==> config.mk <==
export PLATFORM = sky130hd
export DESIGN_NAME = pp_out_ep
export DESIGN_NICKNAME = d
export VERILOG_FILES = /design/src/rtl/pp_out_pkg.sv /design/src/rtl/pp_bank_mem.sv /design/src/rtl/pp_ep_ctrl.sv /design/src/rtl/pp_out_ep.sv
export SDC_FILE = /design/constraint.sdc
export NUM_CORES = 1
export LEC_CHECK = 0
export ABC_AREA = 1
export CAP_MARGIN = 25
export CORE_AREA = 2 2 301 303
export CTS_CLUSTER_DIAMETER = 80
export DETAILED_ROUTE_END_ITERATION = 8
export DIE_AREA = 0 0 303 305
export GPL_TIMING_DRIVEN = 0
export PLACE_DENSITY = 0.65
export SLEW_MARGIN = 20
export SYNTH_ARGS = -nofsm -noshare
export SYNTH_HDL_FRONTEND = slang
export SYNTH_SLANG_ARGS = --single-unit
==> constraint.sdc <==
create_clock -name clk -period 3.27 [get_ports clk]
set_input_delay 0.327 -clock clk [delete_from_list [all_inputs] [get_ports clk]]
set_output_delay 0.327 -clock clk [all_outputs]
set_load 0.01 [all_outputs]
==> src/rtl/pp_out_pkg.sv <==
package pp_out_pkg;

    localparam int BYTE_W     = 8;
    localparam int CNT_PORT_W = 16;

    typedef enum logic [1:0] {
        HS_NONE = 2'd0,
        HS_ACK  = 2'd1,
        HS_NAK  = 2'd2
    } hs_e;

    typedef struct packed {
        logic open;
        logic blocked;
    } rx_state_t;

    function automatic logic both_held(input logic [1:0] f);
        return f[0] & f[1];
    endfunction

endpackage

==> src/rtl/pp_bank_mem.sv <==
module pp_bank_mem
    import pp_out_pkg::*;
#(
    parameter int DEPTH = 64,
    parameter int AW    = $clog2(DEPTH),
    parameter int CW    = $clog2(DEPTH + 1)
) (
    input  logic              clk,
    input  logic              rst,
    input  logic              wr_en,
    input  logic [AW-1:0]     wr_addr,
    input  logic [BYTE_W-1:0] wr_data,
    input  logic              cnt_load,
    input  logic [CW-1:0]     cnt_in,
    input  logic [AW-1:0]     rd_addr,
    output logic [BYTE_W-1:0] rd_data,
    output logic [CW-1:0]     cnt_q
);

    logic [BYTE_W-1:0] store [DEPTH];

    always_ff @(posedge clk) begin
        if (wr_en) begin
            store[wr_addr] <= wr_data;
        end
    end

    always_ff @(posedge clk) begin
        if (rst) begin
            cnt_q <= '0;
        end else if (cnt_load) begin
            cnt_q <= cnt_in;
        end
    end

    assign rd_data = store[rd_addr];

endmodule

==> src/rtl/pp_ep_ctrl.sv <==
module pp_ep_ctrl
    import pp_out_pkg::*;
#(
    parameter int DEPTH = 64,
    parameter int AW    = $clog2(DEPTH),
    parameter int CW    = $clog2(DEPTH + 1)
) (
    input  logic          clk,
    input  logic          rst,
    input  logic          active,
    input  logic          rx_start,
    input  logic          rx_valid,
    input  logic          rx_end,
    input  logic          rx_crc_ok,
    input  logic          fw_rd,
    input  logic [1:0]    fw_clr,
    input  logic [CW-1:0] cnt_b0,
    input  logic [CW-1:0] cnt_b1,
    output logic [1:0]    flags,
    output logic          wr_bank,
    output logic          wr_en,
    output logic [AW-1:0] wr_addr,
    output logic [1:0]    cnt_load,
    output logic [CW-1:0] cnt_val,
    output logic          rd_bank,
    output logic [AW-1:0] rd_addr,
    output logic [CW-1:0] fw_cnt,
    output hs_e           hs
);

    localparam logic [CW-1:0] DEPTH_C = CW'(DEPTH);

    rx_state_t     rx_q;
    logic [CW-1:0] rx_cnt;
    logic [1:0]    flags_q;
    logic          wr_q;
    logic          rd_q;
    logic [CW-1:0] idx_q;
    hs_e           hs_q;

    logic [CW-1:0] rd_cnt;
    logic          byte_ok;
    logic          pkt_done;
    logic          pkt_good;
    logic          pkt_refuse;
    logic          clr_hit;
    logic          rd_step;
    logic [1:0]    flags_d;

    always_comb begin
        rd_cnt     = rd_q ? cnt_b1 : cnt_b0;
        byte_ok    = active && rx_q.open && !rx_q.blocked && rx_valid && !rx_start && !rx_end;
        wr_en      = byte_ok && (rx_cnt < DEPTH_C);
        pkt_done   = active && rx_q.open && rx_end && !rx_start;
        pkt_good   = pkt_done && rx_crc_ok && !rx_q.blocked;
        pkt_refuse = pkt_done && rx_crc_ok && rx_q.blocked;
        clr_hit    = active && fw_clr[rd_q] && flags_q[rd_q];
        rd_step    = active && fw_rd && flags_q[rd_q] && (idx_q < rd_cnt) && !clr_hit;
        cnt_load   = 2'b00;
        if (pkt_good) begin
            cnt_load[wr_q] = 1'b1;
        end
        flags_d = flags_q;
        if (pkt_good) begin
            flags_d[wr_q] = 1'b1;
        end
        if (clr_hit) begin
            flags_d[rd_q] = 1'b0;
        end
    end

    always_ff @(posedge clk) begin
        if (rst || !active) begin
            rx_q    <= '0;
            rx_cnt  <= '0;
            flags_q <= 2'b00;
            wr_q    <= 1'b0;
            rd_q    <= 1'b0;
            idx_q   <= '0;
            hs_q    <= HS_NONE;
        end else begin
            hs_q <= pkt_good ? HS_ACK : (pkt_refuse ? HS_NAK : HS_NONE);
            if (rx_start) begin
                rx_q   <= '{open: 1'b1, blocked: both_held(flags_q)};
                rx_cnt <= '0;
            end else if (pkt_done) begin
                rx_q.open <= 1'b0;
            end else if (wr_en) begin
                rx_cnt <= rx_cnt + 1'b1;
            end
            flags_q <= flags_d;
            if (pkt_good) begin
                wr_q <= ~wr_q;
            end
            if (clr_hit) begin
                rd_q  <= ~rd_q;
                idx_q <= '0;
            end else if (rd_step) begin
                idx_q <= idx_q + 1'b1;
            end
        end
    end

    assign flags   = flags_q;
    assign wr_bank = wr_q;
    assign wr_addr = rx_cnt[AW-1:0];
    assign cnt_val = rx_cnt;
    assign rd_bank = rd_q;
    assign rd_addr = idx_q[AW-1:0];
    assign fw_cnt  = flags_q[rd_q] ? rd_cnt : '0;
    assign hs      = hs_q;

    AST_OFF_CLEARS_FLAGS: assert property (@(posedge clk) disable iff (rst)
        !active |=> (flags_q == 2'b00 && hs_q == HS_NONE));
    AST_ACK_FLIPS_BANK: assert property (@(posedge clk) disable iff (rst)
        (hs_q == HS_ACK) |-> (flags_q[$past(wr_q)] && wr_q != $past(wr_q)));
    AST_NAK_HOLDS_BANK: assert property (@(posedge clk) disable iff (rst)
        (hs_q == HS_NAK) |-> $stable(wr_q));
    AST_BAD_CRC_SILENT: assert property (@(posedge clk) disable iff (rst)
        (active && rx_q.open && rx_end && !rx_start && !rx_crc_ok)
        |=> (hs_q == HS_NONE && $stable(wr_q)));
    AST_COUNT_CAPPED: assert property (@(posedge clk) disable iff (rst)
        rx_cnt <= DEPTH_C);
    AST_READ_IN_RANGE: assert property (@(posedge clk) disable iff (rst)
        flags_q[rd_q] |-> (idx_q <= rd_cnt));
    AST_WRONG_CLEAR_IGNORED: assert property (@(posedge clk) disable iff (rst)
        (active && fw_clr[~rd_q] && !fw_clr[rd_q]) |=> $stable(rd_q));

endmodule

==> src/rtl/pp_out_ep.sv <==
module pp_out_ep
    import pp_out_pkg::*;
#(
    parameter int DEPTH = 64
) (
    input  logic       clk,
    input  logic       rst,
    input  logic       ep_enable,
    input  logic       ep_config,
    input  logic       irq_en,
    input  logic       rx_start,
    input  logic       rx_valid,
    input  logic [7:0] rx_data,
    input  logic       rx_end,
    input  logic       rx_crc_ok,
    output logic       hs_ack,
    output logic       hs_nak,
    input  logic       fw_rd,
    input  logic       fw_clr0,
    input  logic       fw_clr1,
    output logic       fw_bank,
    output logic       flag_b0,
    output logic       flag_b1,
    output logic [7:0] fw_count_lo,
    output logic [7:0] fw_count_hi,
    output logic [7:0] fw_data,
    output logic       irq
);

    localparam int AW = $clog2(DEPTH);
    localparam int CW = $clog2(DEPTH + 1);

    logic              active;
    logic [1:0]        flags;
    logic              wr_bank;
    logic              wr_en;
    logic [AW-1:0]     wr_addr;
    logic [1:0]        cnt_load;
    logic [CW-1:0]     cnt_val;
    logic              rd_bank;
    logic [AW-1:0]     rd_addr;
    logic [CW-1:0]     fw_cnt;
    hs_e               hs;
    logic [BYTE_W-1:0] bank_rd  [2];
    logic [CW-1:0]     bank_cnt [2];
    logic [CNT_PORT_W-1:0] cnt_wide;

    assign active = ep_enable && ep_config;

    pp_ep_ctrl #(.DEPTH(DEPTH), .AW(AW), .CW(CW)) u_ctrl (
        .clk       (clk),
        .rst       (rst),
        .active    (active),
        .rx_start  (rx_start),
        .rx_valid  (rx_valid),
        .rx_end    (rx_end),
        .rx_crc_ok (rx_crc_ok),
        .fw_rd     (fw_rd),
        .fw_clr    ({fw_clr1, fw_clr0}),
        .cnt_b0    (bank_cnt[0]),
        .cnt_b1    (bank_cnt[1]),
        .flags     (flags),
        .wr_bank   (wr_bank),
        .wr_en     (wr_en),
        .wr_addr   (wr_addr),
        .cnt_load  (cnt_load),
        .cnt_val   (cnt_val),
        .rd_bank   (rd_bank),
        .rd_addr   (rd_addr),
        .fw_cnt    (fw_cnt),
        .hs        (hs)
    );

    for (genvar b = 0; b < 2; b++) begin : g_bank
        pp_bank_mem #(.DEPTH(DEPTH), .AW(AW), .CW(CW)) u_mem (
            .clk      (clk),
            .rst      (rst),
            .wr_en    (wr_en && (wr_bank == 1'(b))),
            .wr_addr  (wr_addr),
            .wr_data  (rx_data),
            .cnt_load (cnt_load[b]),
            .cnt_in   (cnt_val),
            .rd_addr  (rd_addr),
            .rd_data  (bank_rd[b]),
            .cnt_q    (bank_cnt[b])
        );
    end

    always_comb begin
        cnt_wide = '0;
        cnt_wide[CW-1:0] = fw_cnt;
    end

    assign hs_ack      = (hs == HS_ACK);
    assign hs_nak      = (hs == HS_NAK);
    assign fw_bank     = rd_bank;
    assign flag_b0     = flags[0];
    assign flag_b1     = flags[1];
    assign fw_count_lo = cnt_wide[7:0];
    assign fw_count_hi = cnt_wide[15:8];
    assign fw_data     = bank_rd[rd_bank];
    assign irq         = irq_en && (flags != 2'b00);

    AST_ONE_HANDSHAKE: assert property (@(posedge clk) disable iff (rst)
        !(hs_ack && hs_nak));
    AST_ACK_WITH_FLAG: assert property (@(posedge clk) disable iff (rst)
        hs_ack |-> (flag_b0 || flag_b1));

endmodule

==> results of run 1 <==
==> path summary, 6_finish.rpt <==
kind | startpoint | endpoint | slack (ns) | depth (start not counted)
worst max register to register | u_ctrl.cnt_val[0] | g_bank[0].u_mem.store[19][2] | 0.03 | 5
worst min-delay path | rx_data[2] | g_bank[0].u_mem.store[27][2] | 0.06 | 1
worst max-delay path | flip-flop | fw_data[2] | -0.11 | 15
worst min register to register | g_bank[1].u_mem.cnt_q[2] | g_bank[1].u_mem.cnt_q[2] | 0.47 | 2
==> timing repair <==
action                     CTS  global route
buffers inserted             2             2
pin swaps                   26            30
gates resized for setup    329           184
gates cloned                 3             2
setup endpoints to repair    8             8
hold endpoints to repair     0             0
==> flip-flops by register name (all words and copies together) (netlist names), named ones only <==
name	cells
u_ctrl.wr_bank	1
g_bank.u_mem.cnt_q	14
u_ctrl.rx_q	2
u_ctrl.idx_q	7
u_ctrl.hs	2
u_ctrl.flags	2
u_ctrl.rd_bank	1
g_bank.u_mem.store	1024
u_ctrl.cnt_val	7
==> cell families (layout without fill, tap and decap cells) <==
logic type                 Yosys count  count (layout)  share of synthesized area
buffers and inverters              289             577                     0.0417
AOI/OAI and AO/OA                   58              58                    0.00804
other                                1              11                  0.0000845
DFF                               1066            1066                      0.712
and+or+nand+nor                   2436            2436                      0.235
adders and majority gates            8               8                    0.00226
xor gates and xnor gates             6               6                    0.00118
==> power groups by stage <==
stage	sequential [µW]	clock (µW)	combinational (µW)
floorplan	15200	0	24.7
global placement	15300	0	283
detailed placement	15200	0	324
CTS	14900	11800	325
global route	14900	12300	343
finish	14900	11800	323
==> through the flow <==
stage | TNS, ns | setup slack (ns) | util
after floorplan | 0 | 1.10 | -
after global placement | -2910.14 | -2.73 | 0.518
after detailed placement | -13.95 | -0.585 | 0.524
after CTS | -0.351 | -0.0891 | 0.575
after global routing | -0.631 | -0.134 | 0.586
final | -0.340 | -0.108 | 0.586
==> routing by layer <==
| layer | global-route usage | vias to the layer above | wire [µm] |
|---|---|---|---|
| met5 | 0 | - | 7 |
| met4 | 0.166 | 2 | 8150 |
| met3 | 0.0593 | 317 | 16500 |
| met2 | 0.481 | 1924 | 67400 |
| met1 | 0.447 | 15200 | 57300 |
| li1 | - | 14000 | - |
==> layout make-up <==
| cell class | instances | area [µm²] |
|---|---|---|
| Timing Repair Buffer | 95 | 1080 |
| Antenna cell | 2 | 5.00 |
| Clock inverter | 68 | 528 |
| Tap cell | 1176 | 1470 |
| Sequential cell | 1066 | 31600 |
| Fill cell | 7205 | 37000 |
| Multi-Input combinational cell | 2517 | 12500 |
| Clock buffer | 124 | 2790 |
| Buffer | 251 | 2250 |
| Inverter | 38 | 169 |
| Timing Repair inverter | 1 | 8.76 |
==> synthesized netlist by cell type, drive strengths merged <==
library cell  number
nand2           1298
edfxtp          1024
nand3            940
buf              225
nor2             178
dfxtp             42
inv               38
a21oi             29
clkbuf            26
o21ai             16
nor3              15
ha                 8
a211oi             7
xnor2              4
nand4              3
a21o               2
xor2               2
a21boi             1
a221oi             1
conb               1
nor3b              1
nor4               1
o21a               1
o21bai             1
==> metrics, run 1 <==
clock skew around 0.044 ns; HP Class input pin to flip-flop; vias per cell between 5 and 6; Pwr Density approximately 520 nW/µm²; Slew Limit Fails 0; synthesized flop and latch total 1066; cell area after synthesis 44400 µm²; # H-tree levels 3; CP Cell Sequence buf_12 -> clkinv_16 -> buf_16 -> buf_8 -> nand2_1 -> nand3_1 -> nand3_4 -> nand3_1 -> nand2_2 -> nand2_2 -> nand3_1 -> nand2_1 -> nand2_1 -> nand2_2 -> buf_2; Hold Fails Final Rpt 0; critical path's slowest cell dfxtp_4; Max VDD drop roughly 470 µV; Total Routing Usage GR 0.321; Distinct cells, synth 37; dpl cells 5121; # port buffers 40; CTS tree yes; initial core utilization 0.497; Max Cap Viol 0; Worst Setup End Kind output pin; first-iteration detailed-routing DRC count 4336; Static Leak approximately 0.018 µW; Final WS setup -0.108 ns; post-synth top area share 0.693; Finished Layout Cells between 5000 and 6000; CP Buf/Inv Count 5; Routed Antenna Nets 0; Net Sw Power 5580 µW; top cells by area, synth edfxtp_1, nand2_1, nand3_1; via count between 30000 and 40000; leading cell type in the layout, fill and taps excluded nand2_1; clock latency on the worst-skew pair 0.71 ns; final setup fails 8; first-pass GRT wire length 208 mm; Max FO, Critical Path 10; Ports 50; layout cells sized above 1 0.183; Remaining DRCs 4; Clock Power Share 0.435; area delta synth->final 18.0%; Placer Congestion between 0.9 and 1; Cell Area, Placed between 40000 and 50000 µm²; DR WL/cell roughly 28 µm; WS Path Type flip-flop to output pin; Core Box Area roughly 89000 µm²; overall power between 20000 and 30000 µW; commonest non-fill, non-tap cells in the layout nand2_1, edfxtp_1, nand3_1; Gate power share 0.012; grt ovf 0; Slew HR 0.232; Syn Area/Cell 11.5 µm²; clk sinks roughly 1100; startpoint types flip-flop; full die area 92400 µm²; vias in the first global route between 20000 and 30000; DRT Wirelength around 150 mm; run status complete, but fails checks; final instance area ~52000 µm²; Gate Count Post-Synth ~3900; Fmax just under 300 MHz; CTS buffer count about 110; violated checks DRC, setup timing; Seq pwr share 0.553; sequential fraction of the synthesis area 0.712; cts-stage hold buffer count 0; drt first pass iters 8; final worst-path cycle share 1.03; Clock Path Buffers 3; Row Count 110; Top delay family on crit path simple AND/OR/NAND/NOR gates; CTS root buf clkbuf_16; slew at the pin closest to its max-slew limit ~1.1 ns; Horiz. Die Dim approximately 300 µm; estimated wirelength of the detail-placed design about 110 mm; RSZ-0062 raised after global routing true; Die Y 305 µm; Int Pwr around 21000 µW; WP data required about 3 ns; largest net degree at the start of global routing 75; number of antenna violations at the first check in global routing 3; Critical Path AT a little over 3 ns; switching share of power 0.206; yosys warns 0; Fin Hold WS 0.0621 ns; Final nets slightly above 4000; Worst-path clk slew 0.06 ns; Final Critical Period 3.38 ns; post-synth top area cell edfxtp_1; delay of the slowest cell on the worst path ~0.39 ns
Power figures use the tool's default switching activity.
==> run 2: changes to the inputs <==
--- a/config.mk
+++ b/config.mk
@@ -7,12 +7,12 @@
 export LEC_CHECK = 0
 export ABC_AREA = 1
 export CAP_MARGIN = 25
-export CORE_AREA = 2 2 301 303
+export CORE_AREA = 2 2 307 309
 export CTS_CLUSTER_DIAMETER = 80
 export DETAILED_ROUTE_END_ITERATION = 8
-export DIE_AREA = 0 0 303 305
+export DIE_AREA = 0 0 309 311
+export DONT_BUFFER_PORTS = 1
 export GPL_TIMING_DRIVEN = 0
-export PLACE_DENSITY = 0.65
 export SLEW_MARGIN = 20
 export SYNTH_ARGS = -nofsm -noshare
 export SYNTH_HDL_FRONTEND = slang
==> run 2 against run 1 <==
  * The flow finishes with violations (setup timing)
  * Flip-flop and latch count unchanged
  * Sequential power about the same
  * Final area decreased by 1.7%
  * Cell count increased by 1.1%
  * Highest routed layer unchanged
==> metrics, run 2 (synthesis gave the netlist of run 1 again) <==
number of antenna violations at the first check in global routing 3 (unchanged); Most flops, register g_bank.u_mem.store (unchanged); Final Critical Period 3.31 ns (was 3.38 ns); Slew HR 0.236 (was 0.232); worst flop-to-flop path endpoint g_bank[0].u_mem.store[19][2] (unchanged); Gate power share 0.011 (was 0.012); grt ovf 0 (unchanged); largest net degree at the start of global routing 129 (was 75); # port buffers 0 (was 40); clock skew 0.0294 ns (was 0.0438 ns); WS Path Type flip-flop to output pin (unchanged); switching share of power 0.204 (was 0.206); FF-to-FF Start u_ctrl.cnt_val[0] (unchanged); Max FO, Critical Path 10 (unchanged); first-iteration detailed-routing DRC count 4080 (was 4336); clk sinks 1066 (unchanged); final setup fails 2 (was 8); clock latency on the worst-skew pair 0.71 ns (about the same); Horiz. Die Dim 309 µm (was 303 µm); via count 31200 (was 31500); estimated wirelength of the detail-placed design 104 mm (was 105 mm); run status complete, but fails checks (unchanged); worst reg2reg path depth 5 (unchanged); Placer Congestion 1.00 (was 0.997); startpoint types flip-flop (unchanged); Total Routing Usage GR 0.312 (was 0.321); Remaining DRCs 0 (was 4); CTS root buf clkbuf_16 (unchanged); HP Class input pin to flip-flop (unchanged); R2R setup slack 0 ns (was 0.03 ns); commonest non-fill, non-tap cells in the layout nand2_1, edfxtp_1, nand3_1 (unchanged); CTS tree yes (unchanged); Static Leak 0.0182 µW (was 0.0185 µW); Max Cap Viol 0 (unchanged); Min-Delay Startpoint rx_end (was rx_data[2]); Max VDD drop 404 µV (was 467 µV); Pwr Density 528 nW/µm² (was 516 nW/µm²); final worst-path cycle share 1.01 (was 1.03); Fmax 302 MHz (was 296 MHz); first-pass GRT wire length 210 mm (was 208 mm); Clock Path Buffers 3 (unchanged); Critical Path AT 2.98 ns (was 3.05 ns); RSZ-0062 raised after global routing true (unchanged); CTS buffer count 111 (was 105); Core Box Area 92800 µm² (was 89300 µm²); Final nets 4078 (was 4103); max reg flops 1024 (unchanged); full die area 96100 µm² (was 92400 µm²); Ports 50 (unchanged); violated checks setup timing (was DRC, setup timing); Clock Power Share 0.438 (was 0.435); slew at the pin closest to its max-slew limit 1.14 ns (was 1.15 ns); Seq pwr share 0.550 (was 0.553); drt first pass iters 6 (was 8); WP data required 2.94 ns (about the same); Worst Hold Path EP u_ctrl.cnt_val[1] (was g_bank[0].u_mem.store[27][2]); Die Y 311 µm (was 305 µm); Net Sw Power 5550 µW (was 5580 µW); vias in the first global route 28600 (was 29200); vias per cell 5.77 (was 5.89); Final WS setup -0.0375 ns (was -0.108 ns); top flop regs g_bank.u_mem.store x1024, g_bank.u_mem.cnt_q x14 (unchanged); # H-tree levels 3 (unchanged); DRT Wirelength 152 mm (was 149 mm); layout cells sized above 1 0.147 (was 0.183); DR WL/cell 28.1 µm (was 28.0 µm); leading cell type in the layout, fill and taps excluded nand2_1 (unchanged); Row Count 112 (was 110); initial core utilization 0.478 (was 0.497); Worst-path clk slew 0.06 ns (about the same); Worst Setup End Kind output pin (unchanged); Slew Limit Fails 0 (unchanged); Hold Fails Final Rpt 0 (unchanged); area delta synth->final 16.0% (was 18.0%); Fin Hold WS 0.0431 ns (was 0.0621 ns); Worst Hold Depth 5 (was 1); Routed Antenna Nets 0 (unchanged); Int Pwr 21600 µW (was 21400 µW); setup_tns -0.0456 ns (was -0.340 ns); ANT cells 0 (was 2)
## run 2: cell types whose count changed in the layout (fill, tap and decap cells not counted), moves of 17 or more
cell             change
nand3_1             +97
clkdlybuf4s50_1     -24
buf_6               -17
buf_2               +19
nand3_4             -19
nand3_2             -78
nand2_2             -29
nand2_1             +28
## run 2: what timing repair did
item,4_1_cts,5_1_grt
endpoints found under the hold margin,1048,0
hold buffers,17,0
gates resized for setup,154,149
cloned,0,6
endpoints found under the setup margin,8,8
setup buffers,0,7
pin swaps,8,24
## run 2: worst max path at each step
| stage | endpoint | slack (ns) | cells past startpoint | start |
|---|---|---|---|---|
| after detailed placement | fw_data[3] | -0.32 | 9 | flip-flop |
| after floorplan | flip-flop | 1.10 | 9 | u_ctrl.rd_bank |
| final | fw_data[0] | -0.04 | 10 | flip-flop |
| after global routing | fw_data[3] | -0.05 | 15 | flip-flop |
| after CTS | fw_data[2] | 0.006 | 13 | flip-flop |
| after global placement | g_bank[1].u_mem.store[35][1] | -1.10 | 4 | u_ctrl.cnt_val[0] |
## run 2: routing by layer
| layer | track usage | up-vias | share of wire |
|---|---|---|---|
| li1 | - | 13900 | - |
| met1 | 0.428 | 15400 | 0.40 |
| met2 | 0.481 | 1616 | 0.46 |
| met3 | 0.0714 | 230 | 0.10 |
| met4 | 0.124 | 2 | 0.039 |
| met5 | 0 | - | 0.000086 |
## run 2: cell type report
cell class              count  area (µm²)
plain buffers             250        2140
clock buffers             140        2920
clock inverters            66         468
fillers                  7879       41300
inverters                  38         159
multi-input cells        2517       11800
flip-flops and latches   1066       31600
well taps                1254        1570
repair buffers             66         848
## run 2: stage by stage
step           area, µm²  instances  total power (µW)   util  worst slack [ns]
6_report           51500       5397             27200  0.555           -0.0375
5_1_grt            51500       5397             27700  0.555           -0.0535
4_1_cts            50500       5378             27200  0.545           0.00591
3_5_place_dp       46300       5155             15300  0.499            -0.317
3_3_place_gp       46000       5126             15300  0.495             -1.10
2_1_floorplan      44400       3872             15300      -              1.10
## run 2: worst max-delay path, cell delays in order (launching register included)
cell      delay [ns]
dfxtp_1         0.42
clkbuf_4        0.34
buf_2           0.38
nand3_1         0.27
nand3_2         0.20
nand2_1         0.07
nand2_1         0.06
nand3_1         0.13
nand2_1         0.12
nand2_1         0.11
nand2_4         0.17
## run 2: power groups by stage
stage                     registers, µW  logic, µW  clock network [µW]
after global placement            15200       29.3                   0
final                             15000        302               11900
after CTS                         15000        306               11900
after floorplan                   15200       24.7                   0
after global routing              14900        319               12500
after detailed placement          15200       29.6                   0
